===== src/rtl/lvl_irq_pkg.sv =====
package lvl_irq_pkg;

   localparam int unsigned BUS_W = 32;

   // byte offsets; decoding is exact, so unaligned addresses hit nothing
   localparam logic [31:0] OFS_LEVEL  = 32'h0000_0000;
   localparam logic [31:0] OFS_MASK   = 32'h0000_0004;
   localparam logic [31:0] OFS_STATUS = 32'h0000_000C;
   localparam logic [31:0] OFS_CTRL   = 32'h0000_0014;

   typedef enum logic [2:0] {
      SEL_NONE,
      SEL_LEVEL,
      SEL_MASK,
      SEL_STATUS,
      SEL_CTRL
   } reg_sel_e;

   function automatic reg_sel_e decode_addr(input logic [31:0] a);
      reg_sel_e s;
      case (a)
         OFS_LEVEL:  s = SEL_LEVEL;
         OFS_MASK:   s = SEL_MASK;
         OFS_STATUS: s = SEL_STATUS;
         OFS_CTRL:   s = SEL_CTRL;
         default:    s = SEL_NONE;
      endcase
      return s;
   endfunction

endpackage


===== src/rtl/lvl_irq_sync.sv =====
module lvl_irq_sync #(
   parameter int unsigned WIDTH  = 32,
   parameter int unsigned STAGES = 2
) (
   input  logic             clk,
   input  logic             rst_n,
   input  logic [WIDTH-1:0] lines_i,
   output logic [WIDTH-1:0] pend_o
);

   localparam int unsigned LAST = STAGES - 1;

   if (STAGES < 2) begin : g_bad_stages
      $error("lvl_irq_sync: STAGES must be at least 2");
   end
   if (WIDTH < 1) begin : g_bad_width
      $error("lvl_irq_sync: WIDTH must be at least 1");
   end

   logic [WIDTH-1:0] chain [STAGES];

   for (genvar s = 0; s < STAGES; s++) begin : g_stage
      if (s == 0) begin : g_first
         always_ff @(posedge clk or negedge rst_n) begin
            if (!rst_n) chain[s] <= '0;
            else        chain[s] <= lines_i;
         end
      end else begin : g_next
         always_ff @(posedge clk or negedge rst_n) begin
            if (!rst_n) chain[s] <= '0;
            else        chain[s] <= chain[s-1];
         end
      end
   end

   // pending word: plain level copy, no sticky bits
   always_ff @(posedge clk or negedge rst_n) begin
      if (!rst_n) pend_o <= '0;
      else        pend_o <= chain[LAST];
   end

endmodule


===== src/rtl/lvl_irq_regs.sv =====
module lvl_irq_regs
   import lvl_irq_pkg::*;
#(
   parameter int unsigned NUM_LINES = 32
) (
   input  logic                 clk,
   input  logic                 rst_n,
   input  logic [31:0]          addr_i,
   input  logic                 wr_en_i,
   input  logic [BUS_W-1:0]     wdata_i,
   input  logic                 rd_en_i,
   input  logic [NUM_LINES-1:0] pend_i,
   output logic [NUM_LINES-1:0] mask_o,
   output logic [BUS_W-1:0]     rdata_o,
   output logic                 rvalid_o
);

   reg_sel_e         sel;
   logic [BUS_W-1:0] mask_ext;
   logic [BUS_W-1:0] pend_ext;
   logic [BUS_W-1:0] rd_mux;
   logic             unused_wdata;

   assign sel          = decode_addr(addr_i);
   assign unused_wdata = ^wdata_i;

   // mask register: only the mask offset writes; level/ctrl/status writes drop
   always_ff @(posedge clk or negedge rst_n) begin
      if (!rst_n)                          mask_o <= '0;
      else if (wr_en_i && sel == SEL_MASK) mask_o <= wdata_i[NUM_LINES-1:0];
   end

   always_comb begin
      mask_ext                  = '0;
      pend_ext                  = '0;
      mask_ext[NUM_LINES-1:0]   = mask_o;
      pend_ext[NUM_LINES-1:0]   = pend_i;
      case (sel)
         SEL_MASK:   rd_mux = mask_ext;
         SEL_STATUS: rd_mux = pend_ext;
         default:    rd_mux = '0;
      endcase
   end

   always_ff @(posedge clk or negedge rst_n) begin
      if (!rst_n) begin
         rvalid_o <= 1'b0;
         rdata_o  <= '0;
      end else begin
         rvalid_o <= rd_en_i;
         rdata_o  <= rd_en_i ? rd_mux : '0;
      end
   end


   mask_write_chk: assert property (@(posedge clk) disable iff (!rst_n)
      (wr_en_i && sel == SEL_MASK) |=> (mask_o == $past(wdata_i[NUM_LINES-1:0])));


   mask_hold_chk: assert property (@(posedge clk) disable iff (!rst_n)
      !(wr_en_i && sel == SEL_MASK) |=> $stable(mask_o));

endmodule


===== src/rtl/lvl_irq_out.sv =====
module lvl_irq_out #(
   parameter int unsigned NUM_LINES = 32,
   parameter bit          OUT_REG   = 1'b1
) (
   input  logic                 clk,
   input  logic                 rst_n,
   input  logic [NUM_LINES-1:0] mask_i,
   input  logic [NUM_LINES-1:0] pend_i,
   output logic                 irq_o
);

   logic hit;
   assign hit = |(mask_i & pend_i);

   if (OUT_REG) begin : g_reg
      always_ff @(posedge clk or negedge rst_n) begin
         if (!rst_n) irq_o <= 1'b0;
         else        irq_o <= hit;
      end
   end else begin : g_comb
      assign irq_o = hit;
   end

endmodule


===== src/rtl/lvl_irq_agg.sv =====
module lvl_irq_agg
   import lvl_irq_pkg::*;
#(
   parameter int unsigned NUM_LINES   = 24,
   parameter int unsigned ADDR_W      = 8,
   parameter int unsigned SYNC_STAGES = 2,
   parameter bit          OUT_REG     = 1'b1
) (
   input  logic                 clk,
   input  logic                 rst_n,
   input  logic [NUM_LINES-1:0] irq_lines,
   input  logic [ADDR_W-1:0]    bus_addr,
   input  logic                 bus_wr_en,
   input  logic [31:0]          bus_wdata,
   input  logic                 bus_rd_en,
   output logic [31:0]          bus_rdata,
   output logic                 bus_rvalid,
   output logic                 cpu_irq
);

   if (NUM_LINES < 1 || NUM_LINES > BUS_W) begin : g_bad_lines
      $error("lvl_irq_agg: NUM_LINES must be 1..32");
   end
   if (ADDR_W < 5 || ADDR_W > 32) begin : g_bad_addr
      $error("lvl_irq_agg: ADDR_W must be 5..32");
   end

   logic [NUM_LINES-1:0] pend;
   logic [NUM_LINES-1:0] mask;
   logic [31:0]          addr_full;

   assign addr_full = 32'(bus_addr);

   lvl_irq_sync #(
      .WIDTH  (NUM_LINES),
      .STAGES (SYNC_STAGES)
   ) u_sync (
      .clk     (clk),
      .rst_n   (rst_n),
      .lines_i (irq_lines),
      .pend_o  (pend)
   );

   lvl_irq_regs #(
      .NUM_LINES (NUM_LINES)
   ) u_regs (
      .clk      (clk),
      .rst_n    (rst_n),
      .addr_i   (addr_full),
      .wr_en_i  (bus_wr_en),
      .wdata_i  (bus_wdata),
      .rd_en_i  (bus_rd_en),
      .pend_i   (pend),
      .mask_o   (mask),
      .rdata_o  (bus_rdata),
      .rvalid_o (bus_rvalid)
   );

   lvl_irq_out #(
      .NUM_LINES (NUM_LINES),
      .OUT_REG   (OUT_REG)
   ) u_out (
      .clk    (clk),
      .rst_n  (rst_n),
      .mask_i (mask),
      .pend_i (pend),
      .irq_o  (cpu_irq)
   );

   if (OUT_REG) begin : g_reg_chk

      irq_gate_chk: assert property (@(posedge clk) disable iff (!rst_n)
         cpu_irq == (|($past(mask) & $past(pend))));

      irq_after_reset_chk: assert property (@(posedge clk) disable iff (!rst_n)
         !$past(rst_n) |-> !cpu_irq);
   end


   rvalid_follow_chk: assert property (@(posedge clk) disable iff (!rst_n)
      bus_rd_en |=> bus_rvalid);

   rvalid_idle_chk: assert property (@(posedge clk) disable iff (!rst_n)
      !bus_rd_en |=> !bus_rvalid);

   rdata_idle_chk: assert property (@(posedge clk) disable iff (!rst_n)
      !bus_rvalid |-> (bus_rdata == '0));

   if (NUM_LINES < BUS_W) begin : g_hi_chk

      rdata_hi_zero_chk: assert property (@(posedge clk) disable iff (!rst_n)
         bus_rdata[BUS_W-1:NUM_LINES] == '0);
   end

endmodule


===== config.mk =====
export PLATFORM = sky130hd
export DESIGN_NAME = lvl_irq_agg
export DESIGN_NICKNAME = d
export VERILOG_FILES = /design/src/rtl/lvl_irq_pkg.sv /design/src/rtl/lvl_irq_sync.sv /design/src/rtl/lvl_irq_regs.sv /design/src/rtl/lvl_irq_out.sv /design/src/rtl/lvl_irq_agg.sv
export SDC_FILE = /design/constraint.sdc
export NUM_CORES = 1
export LEC_CHECK = 0
export BUFFER_PORTS_ARGS = -buffer_cell sky130_fd_sc_hd__buf_4
export CAP_MARGIN = 20
export CORE_AREA = 2 2 104 106
export CTS_CLUSTER_SIZE = 14
export DETAILED_ROUTE_END_ITERATION = 8
export DIE_AREA = 0 0 106 108
export HOLD_SLACK_MARGIN = 0.12
export PLACE_DENSITY_LB_ADDON = 0.05
export SETUP_SLACK_MARGIN = 0.5
export SLEW_MARGIN = 30
export SYNTH_ARGS = -nofsm -noshare
export SYNTH_HDL_FRONTEND = slang
export SYNTH_HIERARCHICAL = 1
export SYNTH_SLANG_ARGS = --single-unit

===== constraint.sdc =====
create_clock -name clk -period 1.1 [get_ports clk]
set_clock_uncertainty 0.05 [all_clocks]
set_input_delay 0.11 -clock clk [delete_from_list [all_inputs] [get_ports clk]]
set_output_delay 0.11 -clock clk [all_outputs]
set_load 0.02 [all_outputs]

==> summary.md <==
| Metric | Value |
|---|---|
| DRC violations left | `0` |
| NumNets Final | `between 500 and 600` |
| Die Y | `~110 um` |
| Post-synthesis sequential area ratio | `0.757` |
| Status | `finished with violations` |
| Maximum clock frequency | `just under 800 MHz` |
| Setup TNS | `-4.01 ns` |
| Largest family of logic cells by synthesized area | `simple AND/OR/NAND/NOR gates` |
| Synthesized flop and latch total | `122` |
| DR vias | `2633` |
| Ratio of cells with drive above 1 in the final layout | `0.467` |
| Drt first pass iters | `4` |
| Synth cell types | `25` |
| Vias per cell | `about 4.4` |
| Synth Area in Compound Gates | `0.0555` |
| CTS root buf | `clkbuf_8` |
| Overflow after GRT | `0` |
| Row cnt | `37` |
| Cell taking the most area after synthesis | `dfrtp_1` |
| Cell Pwr Density | `between 1500 and 2000 nW/um^2` |
| Port Buffers | `between 80 and 90` |
| Final Cell Area | `between 6000 and 7000 um^2` |
| Clock power frac | `0.481` |
| Gate Count Post-Synth | `274` |
| # placed instances | `~540` |
| Max cap viols | `0` |
| First-pass GRT wire length | `roughly 14000 um` |
| Slowest cell delay on critical path | `between 0.3 and 0.4 ns` |
| Worst hold slack | `-0.549 ns` |
| CP Capture Type | `flop` |
| Multiplexer area fraction after synthesis | `0.0670` |
| Tot Pwr | `slightly above 10 mW` |
| CP Launch Type | `flop` |
| CP max FO | `2` |
| Die ar. | `about 11000 um^2` |
| I/O pin cnt | `between 100 and 150` |
| Pint | `7.78 mW` |
| Clock transition at path regs | `roughly 0.060 ns` |
| Core area | `10200 um^2` |
| WL final | `~8600 um` |
| CP max-delay cell | `dfrtp_1` |
| H-tree depth | `4` |
| Die X | `106 um` |
| WL/cell | `approximately 14 um` |
| VDD IR max | `0.00100 V` |
| Antenna violations before repair | `0` |
| Unrepaired setup endpoints after global routing | `true` |
| Failing checks | `hold timing, setup timing` |
| Sw Ratio | `0.237` |
| Detail Placement HPWL | `between 5000 and 6000 um` |
| Initial DRC Count | `57` |
| Crit path required time | `between 1 and 1.5 ns` |
| Clock Path Buffers | `2` |
| Place WS | `-0.606 ns` |
| CTS tree | `done` |
| Area after DPL | `roughly 5300 um^2` |
| Antenna cells | `0` |
| Post-Synth Simple-Gate Area | `0.0819` |
| Arr. time, crit path | `~1.6 ns` |
| Pin count of the biggest net entering global routing | `just over 40` |
| Synth warn | `6` |
| Part of the power in registers | `0.459` |
| Mapped Area | `just over 4000 um^2` |
| Worst hold path type | `in -> async` |
| Synth Area in XOR/XNOR | `0.00620` |
| Worst-Skew Late Latency | `slightly above 0.5 ns` |
| Final RePlAce weighted congestion | `between 0.7 and 0.8` |
| Clock buffer count from CTS | `17` |
| Synth top area share | `0.757` |
| Synth Area in Adders | `0` |
| Layout Cells excl Fill | `roughly 600` |
| Post-Syn Area per Cell | `between 10 and 15 um^2` |
| Vias in the first global route | `2806` |
| Synth area leaders | `dfrtp_1 (76%), mux2_2 (5.9%), nand2_1 (4.5%)` |
| Gate power share | `0.060` |
| Endpoints failing hold | `146` |
| Final ANT Viol Nets | `0` |
| Starting Density | `0.394` |
| Psw | `between 2 and 2.5 mW` |
| Leak | `between 3 and 4 nW` |
| CP Cell Sequence | `a22oi_2 > nand4_1 > or3_1` |
| Worst setup margin | `-0.200 ns` |
| Tmin final | `between 1 and 1.5 ns` |
| Pins Over Slew Limit | `0` |
| Layout area overhead | `60.0%` |
| Fin crit share | `1.18` |
| Number of clock sinks | `about 120` |
| Setup violators final | `63` |
| CP Class | `reg -> reg` |
| GRT Util Overall | `0.166` |
==> state kept, by name, summed over array words and instances, names as in the netlist <==
register / count
u_regs/rdata_o: 24
u_regs/mask_o: 24
u_sync/pend_o: 24
u_regs/rvalid_o: 1
u_out/irq_o: 1
u_sync/chain: 48
==> placed cells by master (no fill, tap or decap), drive strengths merged <==
master	count
conb	32
clkinv	7
or4	1
xor2	1
nand3	2
buf	119
mux2	24
nand2	48
inv	5
dfrtp	122
o21ai	1
a22oi	12
nor4	5
clkbuf	18
or4b	2
nand4	5
dlygate4sd3	25
nor3	2
nor2	3
or3	1
a21oi	24
xnor2	1
nor3b	1
clkinvlp	2
==> power groups by stage <==
| stage | Sequential (mW) | Combinational [mW] | Clock (mW) |
|---|---|---|---|
| 5_1_grt | 4.69 | 0.668 | 5.26 |
| 6_report | 4.68 | 0.607 | 4.91 |
| 4_1_cts | 4.68 | 0.601 | 5.06 |
| 2_1_floorplan | 4.74 | 0.172 | 0 |
| 3_5_place_dp | 4.76 | 0.508 | 0 |
| 3_3_place_gp | 4.75 | 0.503 | 0 |
==> synth_stat cells <==
master,instances
nor3b_1,1
mux2_2,21
mux2_1,3
xor2_2,1
dfrtp_1,122
or4b_1,2
clkbuf_1,4
nand3_1,2
nand2_1,48
nand4_1,5
buf_2,1
nor3_1,2
buf_4,8
nor4_1,4
a22oi_1,11
conb_1,2
xnor2_1,1
buf_6,4
o21ai_2,1
or3_1,1
a22oi_2,1
or4_1,1
nor2_1,3
nor4_4,1
a21oi_1,24
==> per-layer routing <==
metal,vias to the layer above,routed length (um),global-route usage
met4,0,88,0.0620
met5,-,0,0
li1,1250,-,-
met1,1302,3720,0.208
met2,69,4390,0.274
met3,12,376,0.0512
==> stage by stage <==
| stage | hold slack [ns] | util |
|---|---|---|
| floorplan | -0.236 | - |
| global placement | -0.0240 | 0.516 |
| detailed placement | -0.0218 | 0.516 |
| CTS | -0.565 | 0.625 |
| global route | -0.561 | 0.631 |
| finish | -0.549 | 0.631 |
==> worst max-delay path: cells and delay by family, from the launching register on <==
kind / cells / cell delay (ns)
AND/OR/NAND/NOR: 2 / 0.49
flip-flops: 1 / 0.39
AO/OA/AOI/OAI: 1 / 0.24
==> path summary, 6_finish.rpt <==
| check | from | to | slack [ns] | cells after the start |
|---|---|---|---|---|
| min in group clk | bus_wdata[5] | u_regs/mask_o[5] | -0.21 | 2 |
| min | rst_n | u_regs/mask_o[13] | -0.55 | 1 |
| min reg2reg | u_sync/chain[46] | u_sync/chain[22] | 0.30 | 0 |
| max reg2reg | u_regs/mask_o[15] | u_out/irq_o | -0.20 | 3 |
| max in group asynchronous | rst_n | u_regs/mask_o[10] | 1.05 | 2 |
| max | u_regs/mask_o[15] | u_out/irq_o | -0.20 | 3 |
==> final cells by class <==
class	instances	area, um^2
clock buffer	18	428
multi-input combinational	165	1270
clock inverter	14	111
sequential	122	3050
tap	136	170
fill	777	3770
timing repair buffer	144	1420
==> kinds of logic (layout without fill, tap and decap cells) <==
kind of cell | Yosys count | in the layout
buffers and inverters | 17 | 176
muxes | 24 | 24
DFF | 122 | 122
and+or+nand+nor | 70 | 70
other | 2 | 32
xor gates and xnor gates | 2 | 2
AOI/OAI and AO/OA | 37 | 37
==> what timing repair did <==
item | 4_1_cts | 5_1_grt
hold buffers | 24 | 1
pin swaps | 9 | 5
endpoints found under the hold margin | 190 | 154
cloned | 2 | 0
gates resized for setup | 54 | 6
buffers inserted | 4 | 1
endpoints found under the setup margin | 75 | 75
Power figures use the tool's default switching activity.
